File: src/rtl/iwr_pkg.sv
package iwr_pkg;

  localparam int unsigned REG_W      = 32;
  localparam int unsigned BIT_START  = 0;
  localparam int unsigned BIT_CANCEL = 1;
  localparam int unsigned BIT_BUSY   = 2;
  localparam int unsigned BIT_FULL   = 4;
  localparam int unsigned BIT_FLAG   = 5;
  localparam int unsigned CNT_LSB    = 6;
  localparam int unsigned CNT_W      = 2;
  localparam int unsigned CNT_MAX    = (1 << CNT_W) - 1;

  typedef struct packed {
    logic start;
    logic cancel;
    logic clear;
  } iwr_cmd_t;

  typedef struct packed {
    logic             busy;
    logic             full;
    logic             flag;
    logic [CNT_W-1:0] cnt;
  } iwr_stat_t;

  // Occupancy after one cycle: a completion frees a slot first, then a
  // start takes one if the limit allows.
  function automatic int unsigned held_next(int unsigned held, logic fin,
                                            logic start, int unsigned depth);
    int unsigned h;
    h = (fin && held != 0) ? held - 1 : held;
    if (start && h < depth) h = h + 1;
    return h;
  endfunction

  // Completion counter: increment on completion, decrement on acknowledge,
  // both at once leave it alone; clamps at both ends.
  function automatic logic [CNT_W-1:0] cnt_next(logic [CNT_W-1:0] cur,
                                                logic fin, logic clr);
    logic [CNT_W-1:0] n;
    n = cur;
    if (fin && !clr && cur != CNT_W'(CNT_MAX)) n = cur + 1'b1;
    else if (clr && !fin && cur != '0)         n = cur - 1'b1;
    return n;
  endfunction

endpackage

File: src/rtl/iwr_bus_if.sv
module iwr_bus_if
  import iwr_pkg::*;
#(
  parameter int unsigned ADDR_W     = 8,
  parameter logic [ADDR_W-1:0] REG_OFFSET = ADDR_W'(8'h70)
) (
  input  logic              clk,
  input  logic              rst_n,
  input  logic              wr,
  input  logic              rd,
  input  logic [ADDR_W-1:0] addr,
  input  logic [REG_W-1:0]  wdata,
  input  iwr_stat_t         stat,
  output iwr_cmd_t          cmd,
  output logic [REG_W-1:0]  rdata
);

  logic hit;
  logic wr_hit;
  logic rd_hit;
  logic [REG_W-1:0] word;
  logic unused_wbits;

  assign hit    = (addr == REG_OFFSET);
  assign wr_hit = wr && hit;
  assign rd_hit = rd && hit;

  assign cmd.start  = wr_hit && wdata[BIT_START];
  assign cmd.cancel = wr_hit && wdata[BIT_CANCEL];
  assign cmd.clear  = wr_hit && wdata[BIT_FLAG];

  assign unused_wbits = ^{wdata[REG_W-1:BIT_FLAG+1], wdata[BIT_FLAG-1:BIT_CANCEL+1]};

  always_comb begin
    word                          = '0;
    word[BIT_BUSY]                = stat.busy;
    word[BIT_FULL]                = stat.full;
    word[BIT_FLAG]                = stat.flag;
    word[CNT_LSB +: CNT_W]        = stat.cnt;
  end

  assign rdata = rd_hit ? word : '0;

  AST_RSVD_ZERO: assert property (@(posedge clk) disable iff (!rst_n)
    (rdata[REG_W-1:CNT_LSB+CNT_W] == '0) && !rdata[3] && (rdata[1:0] == 2'b00));
  AST_MISS_READS_ZERO: assert property (@(posedge clk) disable iff (!rst_n)
    !hit |-> rdata == '0);

endmodule

File: src/rtl/iwr_queue.sv
module iwr_queue
  import iwr_pkg::*;
#(
  parameter int unsigned DEPTH = 2
) (
  input  logic clk,
  input  logic rst_n,
  input  logic start,
  input  logic cancel,
  input  logic eng_done,
  output logic eng_req,
  output logic eng_abort,
  output logic busy,
  output logic full,
  output logic finish_evt
);

  localparam int unsigned HW = $clog2(DEPTH + 1);

  logic [HW-1:0] held_q;
  logic [HW-1:0] held_d;
  logic          active_q;
  logic          req_q;
  logic          abort_q;
  logic          issue;
  logic          start_ok;

  // Completion only counts while a transfer runs and no cancel wins.
  assign finish_evt = eng_done && active_q && !cancel;
  assign issue      = !active_q && (held_q != '0) && !cancel;
  assign held_d     = HW'(held_next(int'(held_q), finish_evt, start, DEPTH));
  assign start_ok   = start && !cancel && (held_d != held_q || finish_evt);

  always_ff @(posedge clk or negedge rst_n) begin
    if (!rst_n) begin
      held_q   <= '0;
      active_q <= 1'b0;
      req_q    <= 1'b0;
      abort_q  <= 1'b0;
    end else begin
      abort_q <= cancel;
      req_q   <= issue;
      if (cancel) begin
        held_q   <= '0;
        active_q <= 1'b0;
      end else begin
        held_q   <= held_d;
        active_q <= issue || (active_q && !finish_evt);
      end
    end
  end

  assign eng_req   = req_q;
  assign eng_abort = abort_q;
  assign busy      = active_q;
  assign full      = (held_q == HW'(DEPTH));

  AST_REQ_PULSE: assert property (@(posedge clk) disable iff (!rst_n)
    req_q |=> !req_q);
  AST_BUSY_FROM_REQ: assert property (@(posedge clk) disable iff (!rst_n)
    $rose(active_q) |-> req_q);
  AST_HELD_LIMIT: assert property (@(posedge clk) disable iff (!rst_n)
    held_q <= HW'(DEPTH));
  AST_FULL_IGNORES_START: assert property (@(posedge clk) disable iff (!rst_n)
    (full && start && !cancel && !eng_done) |=> held_q == $past(held_q));
  AST_CANCEL_FLUSH: assert property (@(posedge clk) disable iff (!rst_n)
    cancel |=> (held_q == '0) && !active_q && eng_abort);
  AST_ABORT_PULSE: assert property (@(posedge clk) disable iff (!rst_n)
    (eng_abort && !cancel) |=> !eng_abort);
  AST_ACCEPT_GROWS: assert property (@(posedge clk) disable iff (!rst_n)
    (start_ok && !finish_evt) |=> held_q == $past(held_q) + 1'b1);

endmodule

File: src/rtl/iwr_status.sv
module iwr_status
  import iwr_pkg::*;
(
  input  logic             clk,
  input  logic             rst_n,
  input  logic             finish_evt,
  input  logic             clear,
  output logic             flag,
  output logic [CNT_W-1:0] cnt
);

  logic             flag_q;
  logic [CNT_W-1:0] cnt_q;

  always_ff @(posedge clk or negedge rst_n) begin
    if (!rst_n) begin
      flag_q <= 1'b0;
      cnt_q  <= '0;
    end else begin
      cnt_q <= cnt_next(cnt_q, finish_evt, clear);
      if (finish_evt)  flag_q <= 1'b1;
      else if (clear)  flag_q <= 1'b0;
    end
  end

  assign flag = flag_q;
  assign cnt  = cnt_q;

  AST_DONE_SETS_FLAG: assert property (@(posedge clk) disable iff (!rst_n)
    finish_evt |=> flag_q);
  AST_CNT_SATURATE: assert property (@(posedge clk) disable iff (!rst_n)
    (cnt_q == CNT_W'(CNT_MAX) && finish_evt && !clear) |=> cnt_q == CNT_W'(CNT_MAX));
  AST_CNT_FLOOR: assert property (@(posedge clk) disable iff (!rst_n)
    (cnt_q == '0 && clear && !finish_evt) |=> (cnt_q == '0) && !flag_q);
  AST_TIE_HOLDS: assert property (@(posedge clk) disable iff (!rst_n)
    (finish_evt && clear) |=> flag_q && (cnt_q == $past(cnt_q)));

endmodule

File: src/rtl/iwr_ctrl.sv
module iwr_ctrl
  import iwr_pkg::*;
#(
  parameter int unsigned ADDR_W = 8,
  parameter logic [ADDR_W-1:0] REG_OFFSET = ADDR_W'(8'h70),
  parameter int unsigned DEPTH = 2
) (
  input  logic              clk,
  input  logic              rst_n,
  input  logic              bus_wr,
  input  logic              bus_rd,
  input  logic [ADDR_W-1:0] bus_addr,
  input  logic [31:0]       bus_wdata,
  output logic [31:0]       bus_rdata,
  output logic              eng_req,
  output logic              eng_abort,
  input  logic              eng_done
);

  iwr_cmd_t  cmd;
  iwr_stat_t stat;
  logic      finish_evt;

  iwr_bus_if #(.ADDR_W(ADDR_W), .REG_OFFSET(REG_OFFSET)) u_bus (
    .clk   (clk),
    .rst_n (rst_n),
    .wr    (bus_wr),
    .rd    (bus_rd),
    .addr  (bus_addr),
    .wdata (bus_wdata),
    .stat  (stat),
    .cmd   (cmd),
    .rdata (bus_rdata)
  );

  iwr_queue #(.DEPTH(DEPTH)) u_queue (
    .clk        (clk),
    .rst_n      (rst_n),
    .start      (cmd.start),
    .cancel     (cmd.cancel),
    .eng_done   (eng_done),
    .eng_req    (eng_req),
    .eng_abort  (eng_abort),
    .busy       (stat.busy),
    .full       (stat.full),
    .finish_evt (finish_evt)
  );

  iwr_status u_status (
    .clk        (clk),
    .rst_n      (rst_n),
    .finish_evt (finish_evt),
    .clear      (cmd.clear),
    .flag       (stat.flag),
    .cnt        (stat.cnt)
  );

  AST_NO_COUNT_ON_CANCEL: assert property (@(posedge clk) disable iff (!rst_n)
    cmd.cancel |=> stat.cnt == $past(stat.cnt) || $past(cmd.clear));

endmodule

File: config.mk
export PLATFORM = sky130hd
export DESIGN_NAME = iwr_ctrl
export DESIGN_NICKNAME = d
export VERILOG_FILES = /design/src/rtl/iwr_pkg.sv /design/src/rtl/iwr_bus_if.sv /design/src/rtl/iwr_queue.sv /design/src/rtl/iwr_status.sv /design/src/rtl/iwr_ctrl.sv
export SDC_FILE = /design/constraint.sdc
export NUM_CORES = 1
export LEC_CHECK = 0
export BUFFER_PORTS_ARGS = -buffer_cell sky130_fd_sc_hd__buf_2
export CORE_MARGIN = 4
export CORE_UTILIZATION = 30
export CTS_CLUSTER_DIAMETER = 80
export DETAILED_ROUTE_END_ITERATION = 8
export GPL_ROUTABILITY_DRIVEN = 0
export PLACE_DENSITY = 0.74
export REMOVE_ABC_BUFFERS = 1
export SYNTH_ARGS = -nofsm -noshare
export SYNTH_HDL_FRONTEND = slang
export SYNTH_SLANG_ARGS = --single-unit
export TNS_END_PERCENT = 20
File: constraint.sdc
create_clock -name clk -period 2.2 [get_ports clk]
set_input_delay 0.44 -clock clk [delete_from_list [all_inputs] [get_ports clk]]
set_output_delay 0.44 -clock clk [all_outputs]
set_load 0.03 [all_outputs]
==> results of run 1 <==
worst paths after layout:
| kind | startpoint | end | slack, ns | cells after the start |
|---|---|---|---|---|
| worst max-delay path | bus_addr[7] | bus_rdata[7] | 0.11 | 6 |
| worst min-delay path | rst_n | u_status.flag$_DFFE_PN0P_ | 0.02 | 1 |
| worst max register to register | u_queue.held_q[0]$_DFF_PN0_ | u_queue.held_q[0]$_DFF_PN0_ | 0.45 | 6 |
| worst min register to register | u_queue.busy$_DFF_PN0_ | u_queue.eng_req$_DFF_PN0_ | 0.49 | 1 |
| max in group asynchronous | rst_n | u_queue.held_q[0]$_DFF_PN0_ | 2.01 | 1 |
| min in group clk | bus_wdata[0] | u_queue.held_q[1]$_DFF_PN0_ | 0.49 | 3 |
sequential cells by signal, indices dropped and copies added (netlist names):
name / cells
u_queue.busy: 1
u_status.cnt: 2
u_status.flag: 1
u_queue.eng_req: 1
u_queue.eng_abort: 1
u_queue.held_q: 2
area by class of cell:
type / instances / area share
clock buffer: 3 / 0.0272
inverter: 8 / 0.0363
multi-input combinational: 73 / 0.501
sequential: 8 / 0.242
tap: 28 / 0.0424
timing repair buffer: 24 / 0.151
metrics by stage:
step                cells  setup WS (ns)  TNS (ns)  hold slack (ns)  cell area, µm²
CTS                   144         0.0639         0           0.0172             821
finish                144          0.106         0           0.0218             827
global route          144         0.0131         0           0.0181             827
global placement      141        -0.0123   -0.0123            0.285             793
floorplan              89         0.0481         0            0.144             633
detailed placement    141        -0.0396    -0.111            0.287             793
timing repair:
action,4_1_cts,5_1_grt
setup endpoints to repair,3,3
pin swaps,0,0
setup buffers,0,0
gates resized for setup,1,1
kinds of logic (layout without fill, tap and decap cells):
logic type | count (synthesis) | count (layout) | synth area share
AOI/OAI and AO/OA | 14 | 14 | 0.132
adders and majority gates | 3 | 3 | 0.0509
buffers and inverters | 35 | 35 | 0.315
DFF | 8 | 8 | 0.271
other | 1 | 27 | 0.00508
and+or+nand+nor | 29 | 29 | 0.225
per-layer routing:
metal / up-vias / wire length (µm) / global-route usage
met1: 282 / 512 / 0.0943
li1: 305 / - / -
met5: - / 0 / 0
met4: 0 / 0 / 0.0199
met3: 0 / 105 / 0.0430
met2: 16 / 909 / 0.182
cell usage in the layout, fill, tap and decap left out, types with 2 or more instances in the layout:
cell type / Yosys / layout
inv_1: 7 / 7
clkbuf_4: 0 / 3
nand3_1: 2 / 2
buf_2: 0 / 22
o21ai_1: 3 / 3
dfrtp_1: 8 / 8
buf_4: 27 / 2
o21ai_0: 2 / 2
nand2_1: 9 / 9
ha_1: 3 / 3
nor2_1: 6 / 6
conb_1: 1 / 27
and3_1: 3 / 3
critical path: cells and delay by family:
| family | cells | cell delay (ns) |
|---|---|---|
| buffers and inverters | 2 | 0.29 |
| and+or+nand+nor | 4 | 0.92 |
where the power goes:
part	leakage [nW]	switching (mW)	total, mW	internal [mW]
clock network	0.0138	0.0437	0.106	0.0620
registers	0.0872	0.0270	0.211	0.184
logic	0.378	0.201	0.300	0.0987
==> qor.txt, run 1 <==
Outcome - complete, no violations
FF+latch area - 200 µm²
Avg WL per Cell - 10.6 µm
Starting density of the core - 0.324
Final Max Slew Viols - 0
Initial DRC count - 7
Initial antenna violation count - 0
Num CTS Buffers - 3
Syn Std Cell Area - 738 µm²
Area occupied by multi-input gates - 414 µm²
Port Buffers - 22
Final setup viols - 0
Num ports - 79
CTS sink cnt - 8
Period utilization - 0.952
Row count - 17
Worst Path Required - 1.76 ns
Yosys top cell by area - buf_4
Setup CP Type - input pin to output pin
RSZ-0062 raised after global routing - false
Overall power - 0.617 mW
CTS Hold Bufs - 0
Initial DRT Pass Iterations - 6
DRT Wirelength - 1530 µm
P&R area growth vs syn - 12.0%
H-tree depth - 1
LEAKAGE - 0.479 nW
Clock Tree Buf Depth - 2
Max Cap Violations - 0
TritonCTS clock tree - built
Post-synthesis register bit count - 8
Tot GR Track Use - 0.0959
Max Fclk - 478 MHz
Chip height - 57.6 µm
Slowest CP cell - or4b_4
Gr ovfl total - 0
Asr flop ratio synth - 1.00
CP dominant cell by count - buf_2
Synth cell count leaders - 27 x buf_4, 9 x nand2_1, 8 x dfrtp_1
Post-synth top area share - 0.275
Clock root cell - clkbuf_4
Count leader, synth - buf_4
Share of cells above drive strength 1 - 0.276
Nets@finish - 166
Via count - 603
Yosys cell types - 29
Yosys warns - 0
Syn Area/Cell - 8.20 µm²
Layout Utilization - 0.363
Via density - 4.19
Die Area - 0.00332 mm²
Peak supply drop - 0.307 mV
Clk_lat worst skew - 0.24 ns
Post-detail-place hpwl - 1350 µm
Critical path capture point type - output pin
Tmin final - 2.09 ns
Crit path DAT - 1.65 ns
Final Hold Fails - 0
Crit path cell chain - buf_2 -> or4b_4 -> nor3_4 -> nand2_1 -> nor2_1 -> buf_2
Number of flops mapped to enable cells by yosys - 0
Pin count of the biggest net entering global routing - 9
CTS clk-pin slew, worst paths - 0.05 ns
Area contributors post-synth - buf_4 27%, dfrtp_1 27%, ha_1 5.1%, nand2_1 4.6%, inv_1 3.6%
First-pass GRT wire length - 2500 µm
DR DRC count - 0
Die width - 57.6 µm
CP Max Fanout - 3
Sequential element share of the synthesized area - 0.271
Synth Flop Type - dfrtp_1
Crit path largest cell delay - 0.55 ns
ANT cells - 0
DRT antenna net count - 0
Core outline area - 0.00228 mm²
Vias in the first global route - 584
Pwr dens - 746 mW/mm²
Cell count after synthesis - 90
Setup Skew - 0.00307 ns
Layout fillers - 256
CP Launch Type - input pin
Worst Hold Class - input pin to asynchronous set/reset pin
(Power assumes the default switching activity.)
==> run 2, diff against run 1 <==
- CORE_UTILIZATION: 30 -> 34
- PLACE_DENSITY: 0.74 -> 0.82
==> run 2 against run 1 <==
Effect of this change:
- clock skew up 0.0013 ns
- die area down 10%
- final area up 0.15%
- worst setup slack worse by 0.019 ns
- register-to-register slack about the same
- sequential power about the same
- critical path depth unchanged
- global-route usage up 1.4 points
- non-clock buffer count unchanged
- power about the same
- sequential cell count unchanged
- critical endpoint is now bus_rdata[2]
- largest power group unchanged
==> qor.txt, run 2 (same netlist as run 1, synthesis figures left out) <==
Crit path DAT - 1.67 ns (was 1.65 ns)
WP buf/inv - 2 (unchanged)
Logic pwr share - 0.488 (was 0.487)
P&R area growth vs syn - 12.2% (was 12.0%)
Tmin final - 2.11 ns (was 2.09 ns)
Chip height - 54.6 µm (was 57.6 µm)
Row count - 16 (was 17)
Via density - 4.46 (was 4.19)
Total Negative Setup Slacks - 0 ns (unchanged)
Slowest CP cell - or4b_4 (unchanged)
Initial DRC count - 0 (was 7)
Final Max Slew Viols - 0 (unchanged)
Met3 usage - 0.0327 (was 0.0430)
Pin count of the biggest net entering global routing - 9 (unchanged)
Share of cells above drive strength 1 - 0.276 (unchanged)
Clock power share - 0.168 (was 0.171)
Tot GR Track Use - 0.110 (was 0.0959)
Gr ovfl total - 0 (unchanged)
Via count - 638 (was 603)
CTS sink cnt - 8 (unchanged)
Final Hold Fails - 0 (unchanged)
Overall power - 0.617 mW (about the same)
Starting density of the core - 0.369 (was 0.324)
Avg WL per Cell - 10.4 µm (was 10.6 µm)
Num CTS Buffers - 3 (unchanged)
Clk_lat worst skew - 0.24 ns (about the same)
Core outline area - 0.00200 mm² (was 0.00228 mm²)
Switching share of power - 0.443 (was 0.441)
Delay-heaviest family, CP - simple AND/OR/NAND/NOR gates (unchanged)
Worst Path Required - 1.76 ns (about the same)
Setup Skew - 0.00441 ns (was 0.00307 ns)
DRT Wirelength - 1480 µm (was 1530 µm)
Peak supply drop - 0.342 mV (was 0.307 mV)
H-tree depth - 1 (unchanged)
Nets@finish - 166 (unchanged)
TritonCTS clock tree - built (unchanged)
Internal power - 0.344 mW (was 0.345 mW)
DR DRC count - 0 (unchanged)
P_sw - 0.273 mW (was 0.272 mW)
Vias in the first global route - 619 (was 584)
Clock root cell - clkbuf_4 (unchanged)
Num ports - 79 (unchanged)
Crit path largest cell delay - 0.55 ns (about the same)
Final cell count without fillers - 143 (was 144)
CP Max Fanout - 3 (unchanged)
Hold_ws - 0.0230 ns (was 0.0218 ns)
RSZ-0062 raised after global routing - false (unchanged)
Post-Place Cells - 140 (was 141)
Max Cap Violations - 0 (unchanged)
Final setup viols - 0 (unchanged)
ANT cells - 0 (unchanged)
Highest-count cells in the layout ignoring fill and taps - 27 x conb_1, 21 x buf_2, 9 x nand2_1 (was 27 x conb_1, 22 x buf_2, 9 x nand2_1)
Commonest non-fill, non-tap cell in the layout - conb_1 (unchanged)
Worst Hold Class - input pin to asynchronous set/reset pin (unchanged)
Max Fclk - 473 MHz (was 478 MHz)
Period utilization - 0.960 (was 0.952)
Crit path cell chain - buf_2 -> or4b_4 -> nor3_4 -> nand2_1 -> nor2_1 -> clkbuf_4 (was buf_2 -> or4b_4 -> nor3_4 -> nand2_1 -> nor2_1 -> buf_2)
CP Launch Type - input pin (unchanged)
Critical path capture point type - output pin (unchanged)
Outcome - complete, no violations (unchanged)
Initial DRT Pass Iterations - 1 (was 6)
Port Buffers - 22 (unchanged)
Die width - 54.6 µm (was 57.6 µm)
LEAKAGE - 0.478 nW (was 0.479 nW)
Layout fillers - 215 (was 256)
Die Area - 0.00298 mm² (was 0.00332 mm²)
CTS clk-pin slew, worst paths - 0.05 ns (about the same)
Postcts setup bufs - 0 (unchanged)
Seq pwr share - 0.344 (was 0.342)
Pwr dens - 745 mW/mm² (was 746 mW/mm²)
Met2 GRT Util - 0.234 (was 0.182)
Setup CP Type - input pin to output pin (unchanged)
Post-detail-place hpwl - 1290 µm (was 1350 µm)
DRT antenna net count - 0 (unchanged)
CTS Hold Bufs - 0 (unchanged)
Clock Tree Buf Depth - 2 (unchanged)
GR peak layer - met2 (unchanged)
First-pass GRT wire length - 2420 µm (was 2500 µm)
Met1 usage - 0.0987 (was 0.0943)
Initial antenna violation count - 0 (unchanged)
==> run 2: changes by cell type in the layout (fill, tap and decap cells not counted), sizes merged <==
cell    change
buf         -1
clkbuf      +1
==> run 2: area by class of cell <==
type                       count  area [µm²]  area share
tap                           27        33.8      0.0408
clock buffer                   3        22.5      0.0272
timing repair buffer          24         128       0.154
multi-input combinational     73         414       0.500
inverter                       8        30.0      0.0363
sequential                     8         200       0.242
==> run 2: worst register-to-register path, delay by kind of cell (launching register included) <==
kind | cells | cell delay (ns)
compound gates | 2 | 0.67
fa+ha+maj | 1 | 0.32
buf+inv | 1 | 0.11
flops | 1 | 0.40
simple gates | 2 | 0.19
==> run 2: final timing paths <==
kind                                             start                     endpoint  slack (ns)  cells past startpoint
min in group clk             u_status.flag$_DFFE_PN0P_    u_status.flag$_DFFE_PN0P_        0.49                      2
setup reg to reg           u_queue.held_q[0]$_DFF_PN0_  u_queue.held_q[0]$_DFF_PN0_        0.46                      6
hold / removal                                   rst_n  u_status.cnt[0]$_DFFE_PN0P_        0.02                      1
hold reg to reg              u_status.flag$_DFFE_PN0P_    u_status.flag$_DFFE_PN0P_        0.49                      2
max in group asynchronous                        rst_n    u_queue.eng_req$_DFF_PN0_        2.01                      1
setup / recovery                           bus_addr[7]                 bus_rdata[2]        0.09                      6
==> run 2: what timing repair did <==
action,in CTS,in global routing
resized for setup,1,2
hold endpoints to repair,0,0
setup endpoints to repair,3,1
==> run 2: power by group through the flow <==
stage	logic [mW]	clock network [mW]	registers, mW
2_1_floorplan	0.215	0	0.226
3_3_place_gp	0.283	0	0.213
3_5_place_dp	0.301	0	0.215
4_1_cts	0.302	0.110	0.212
5_1_grt	0.338	0.122	0.218
6_report	0.301	0.104	0.212
==> run 2: stage by stage <==
step                instance area, µm²  utilization  setup slack (ns)
detailed placement                 792        0.396           -0.0285
finish                             828        0.414            0.0873
floorplan                          633            -            0.0481
global route                       828        0.414           0.00990
CTS                                820        0.409            0.0711
global placement                   792        0.396            0.0243
==> run 2: metal layers <==
metal / vias to the layer above / wire length, µm / part of all wire
met5: - / 0 / 0
li1: 306 / - / -
met2: 32 / 848 / 0.57
met4: 0 / 0 / 0
met1: 300 / 477 / 0.32
met3: 0 / 157 / 0.11
==> run 3, diff against run 2 <==
- clock period: 2.2 -> 2.4 ns (I/O delays scaled with it)
==> run 3 against run 2 <==
Effect of this change:
- utilization is 1.2 points lower
- via count is 1.9% lower
- combinational power is 8.0% lower
- register-to-register slack better by 0.21 ns
- critical endpoint is now bus_rdata[6]
==> qor.txt, run 3 (same netlist as run 1, synthesis figures left out) <==
CTS clk-pin slew, worst paths - 0.06 ns (was 0.05 ns)
Share of cells above drive strength 1 - 0.263 (was 0.276)
Avg WL per Cell - 10.8 µm (was 10.4 µm)
H-tree depth - 1 (unchanged)
Initial antenna violation count - 0 (unchanged)
Critical path capture point type - output pin (unchanged)
Die width - 54.6 µm (unchanged)
DRT Wirelength - 1520 µm (was 1480 µm)
Via density - 4.44 (was 4.46)
Post-route design area - 805 µm² (was 828 µm²)
LEAKAGE - 0.460 nW (was 0.478 nW)
Gr ovfl total - 0 (unchanged)
Peak supply drop - 0.301 mV (was 0.342 mV)
First-pass GRT wire length - 2220 µm (was 2420 µm)
Via count - 626 (was 638)
Max Cap Violations - 0 (unchanged)
Routed wl met3 - 178 µm (was 157 µm)
Worst Hold Class - input pin to asynchronous set/reset pin (unchanged)
Die Area - 0.00298 mm² (unchanged)
Final Hold Fails - 0 (unchanged)
Worst Path Required - 1.92 ns (was 1.76 ns)
Area after DPL - 777 µm² (was 792 µm²)
Clk_lat worst skew - 0.25 ns (was 0.24 ns)
Final setup viols - 0 (unchanged)
Row count - 16 (unchanged)
Tmin final - 2.24 ns
CP Launch Type - input pin (unchanged)
Core outline area - 0.00200 mm² (unchanged)
Commonest non-fill, non-tap cell in the layout - conb_1 (unchanged)
CTS Hold Bufs - 0 (unchanged)
Vias in the first global route - 577 (was 619)
Initial DRC count - 6 (was 0)
Initial DRT Pass Iterations - 4 (was 1)
WL met1 - 520 µm (was 477 µm)
Tot GR Track Use - 0.103 (was 0.110)
Max Fclk - 447 MHz
Period utilization - 0.932
Layout fillers - 216 (was 215)
Crit path DAT - 1.76 ns (was 1.67 ns)
Clock root cell - clkbuf_4 (unchanged)
Pin count of the biggest net entering global routing - 9 (unchanged)
Num CTS Buffers - 3 (unchanged)
Setup CP Type - input pin to output pin (unchanged)
Final worst slack - 0.164 ns (was 0.0873 ns)
TritonCTS clock tree - built (unchanged)
Starting density of the core - 0.369 (unchanged)
Total Negative Setup Slacks - 0 ns (unchanged)
Nets@finish - 164 (was 166)
CP Max Fanout - 3 (unchanged)
Port Buffers - 22 (unchanged)
DRT antenna net count - 0 (unchanged)
Clock Tree Buf Depth - 2 (unchanged)
Num ports - 79 (unchanged)
CTS sink cnt - 8 (unchanged)
Setup Skew - 0.0105 ns (was 0.00441 ns)
P&R area growth vs syn - 8.98% (was 12.2%)
Post-detail-place hpwl - 1310 µm (was 1290 µm)
Pre-CTS setup slack - 0.0861 ns (was -0.0285 ns)
Area occupied by multi-input gates - 408 µm² (was 414 µm²)
Highest metal used - met4 (was met3)
ANT cells - 0 (unchanged)
DR DRC count - 0 (unchanged)
RSZ-0062 raised after global routing - false (unchanged)
Chip height - 54.6 µm (unchanged)
Final Max Slew Viols - 0 (unchanged)
FF+latch area - 200 µm² (unchanged)
Pwr dens - 713 mW/mm² (was 745 mW/mm²)
Highest-count cells in the layout ignoring fill and taps - 27 x conb_1, 22 x buf_2, 9 x nand2_1 (was 27 x conb_1, 21 x buf_2, 9 x nand2_1)
Outcome - complete, no violations (unchanged)
Metal2 WL - 810 µm (was 848 µm)
==> run 3: cell types whose count changed in the layout (fill, tap and decap cells not counted) <==
cell and change:
nor3_2 +1, nor3_4 -1, buf_4 -2, clkbuf_4 -1
buf_2 +1
==> run 3: area by class of cell <==
type / count / share of cell area
flip-flops and latches: 8 / 0.249
well taps: 27 / 0.0420
inverters: 8 / 0.0373
clock buffers: 3 / 0.0280
repair buffers: 22 / 0.137
multi-input cells: 73 / 0.507
==> run 3: path summary, 6_finish.rpt <==
kind / start / to / slack [ns] / cells after the start
setup / recovery: bus_addr[7] / bus_rdata[6] / 0.16 / 6
hold / removal: rst_n / u_status.cnt[0]$_DFFE_PN0P_ / 0.05 / 1
setup reg to reg: u_queue.held_q[0]$_DFF_PN0_ / u_queue.held_q[0]$_DFF_PN0_ / 0.67 / 6
hold reg to reg: u_status.flag$_DFFE_PN0P_ / u_status.flag$_DFFE_PN0P_ / 0.50 / 2
max in group asynchronous: rst_n / u_queue.held_q[0]$_DFF_PN0_ / 2.17 / 1
min in group clk: u_status.flag$_DFFE_PN0P_ / u_status.flag$_DFFE_PN0P_ / 0.50 / 2
==> run 3: worst max-delay path: stages <==
cell	delay, ns
buf_2	0.10
or4b_4	0.56
nor3_2	0.18
nand2_1	0.12
nor2_1	0.11
buf_2	0.21
==> run 3: report_power, final <==
group	internal [mW]	leakage (nW)	switching, mW
logic	0.0891	0.359	0.188
clock network	0.0571	0.0138	0.0444
registers	0.168	0.0872	0.0273
==> run 3: routing by layer <==
| layer | global-route usage | vias to the layer above |
|---|---|---|
| met1 | 0.0952 | 285 |
| met3 | 0.0245 | 2 |
| met2 | 0.209 | 39 |
| li1 | - | 300 |
| met4 | 0.0415 | 0 |
| met5 | 0 | - |
==> run 3: what timing repair did <==
action | CTS | global route
endpoints found under the setup margin | 0 | 1
buffers inserted | 0 | 0
resized for setup | 0 | 1
==> run 3: stage by stage <==
step | hold slack (ns) | std cells | total power [mW] | util
2_1_floorplan | 0.184 | 89 | 0.404 | -
3_3_place_gp | 0.325 | 138 | 0.455 | 0.388
3_5_place_dp | 0.331 | 138 | 0.473 | 0.388
4_1_cts | 0.0540 | 141 | 0.578 | 0.399
5_1_grt | 0.0526 | 141 | 0.621 | 0.402
6_report | 0.0523 | 141 | 0.574 | 0.402
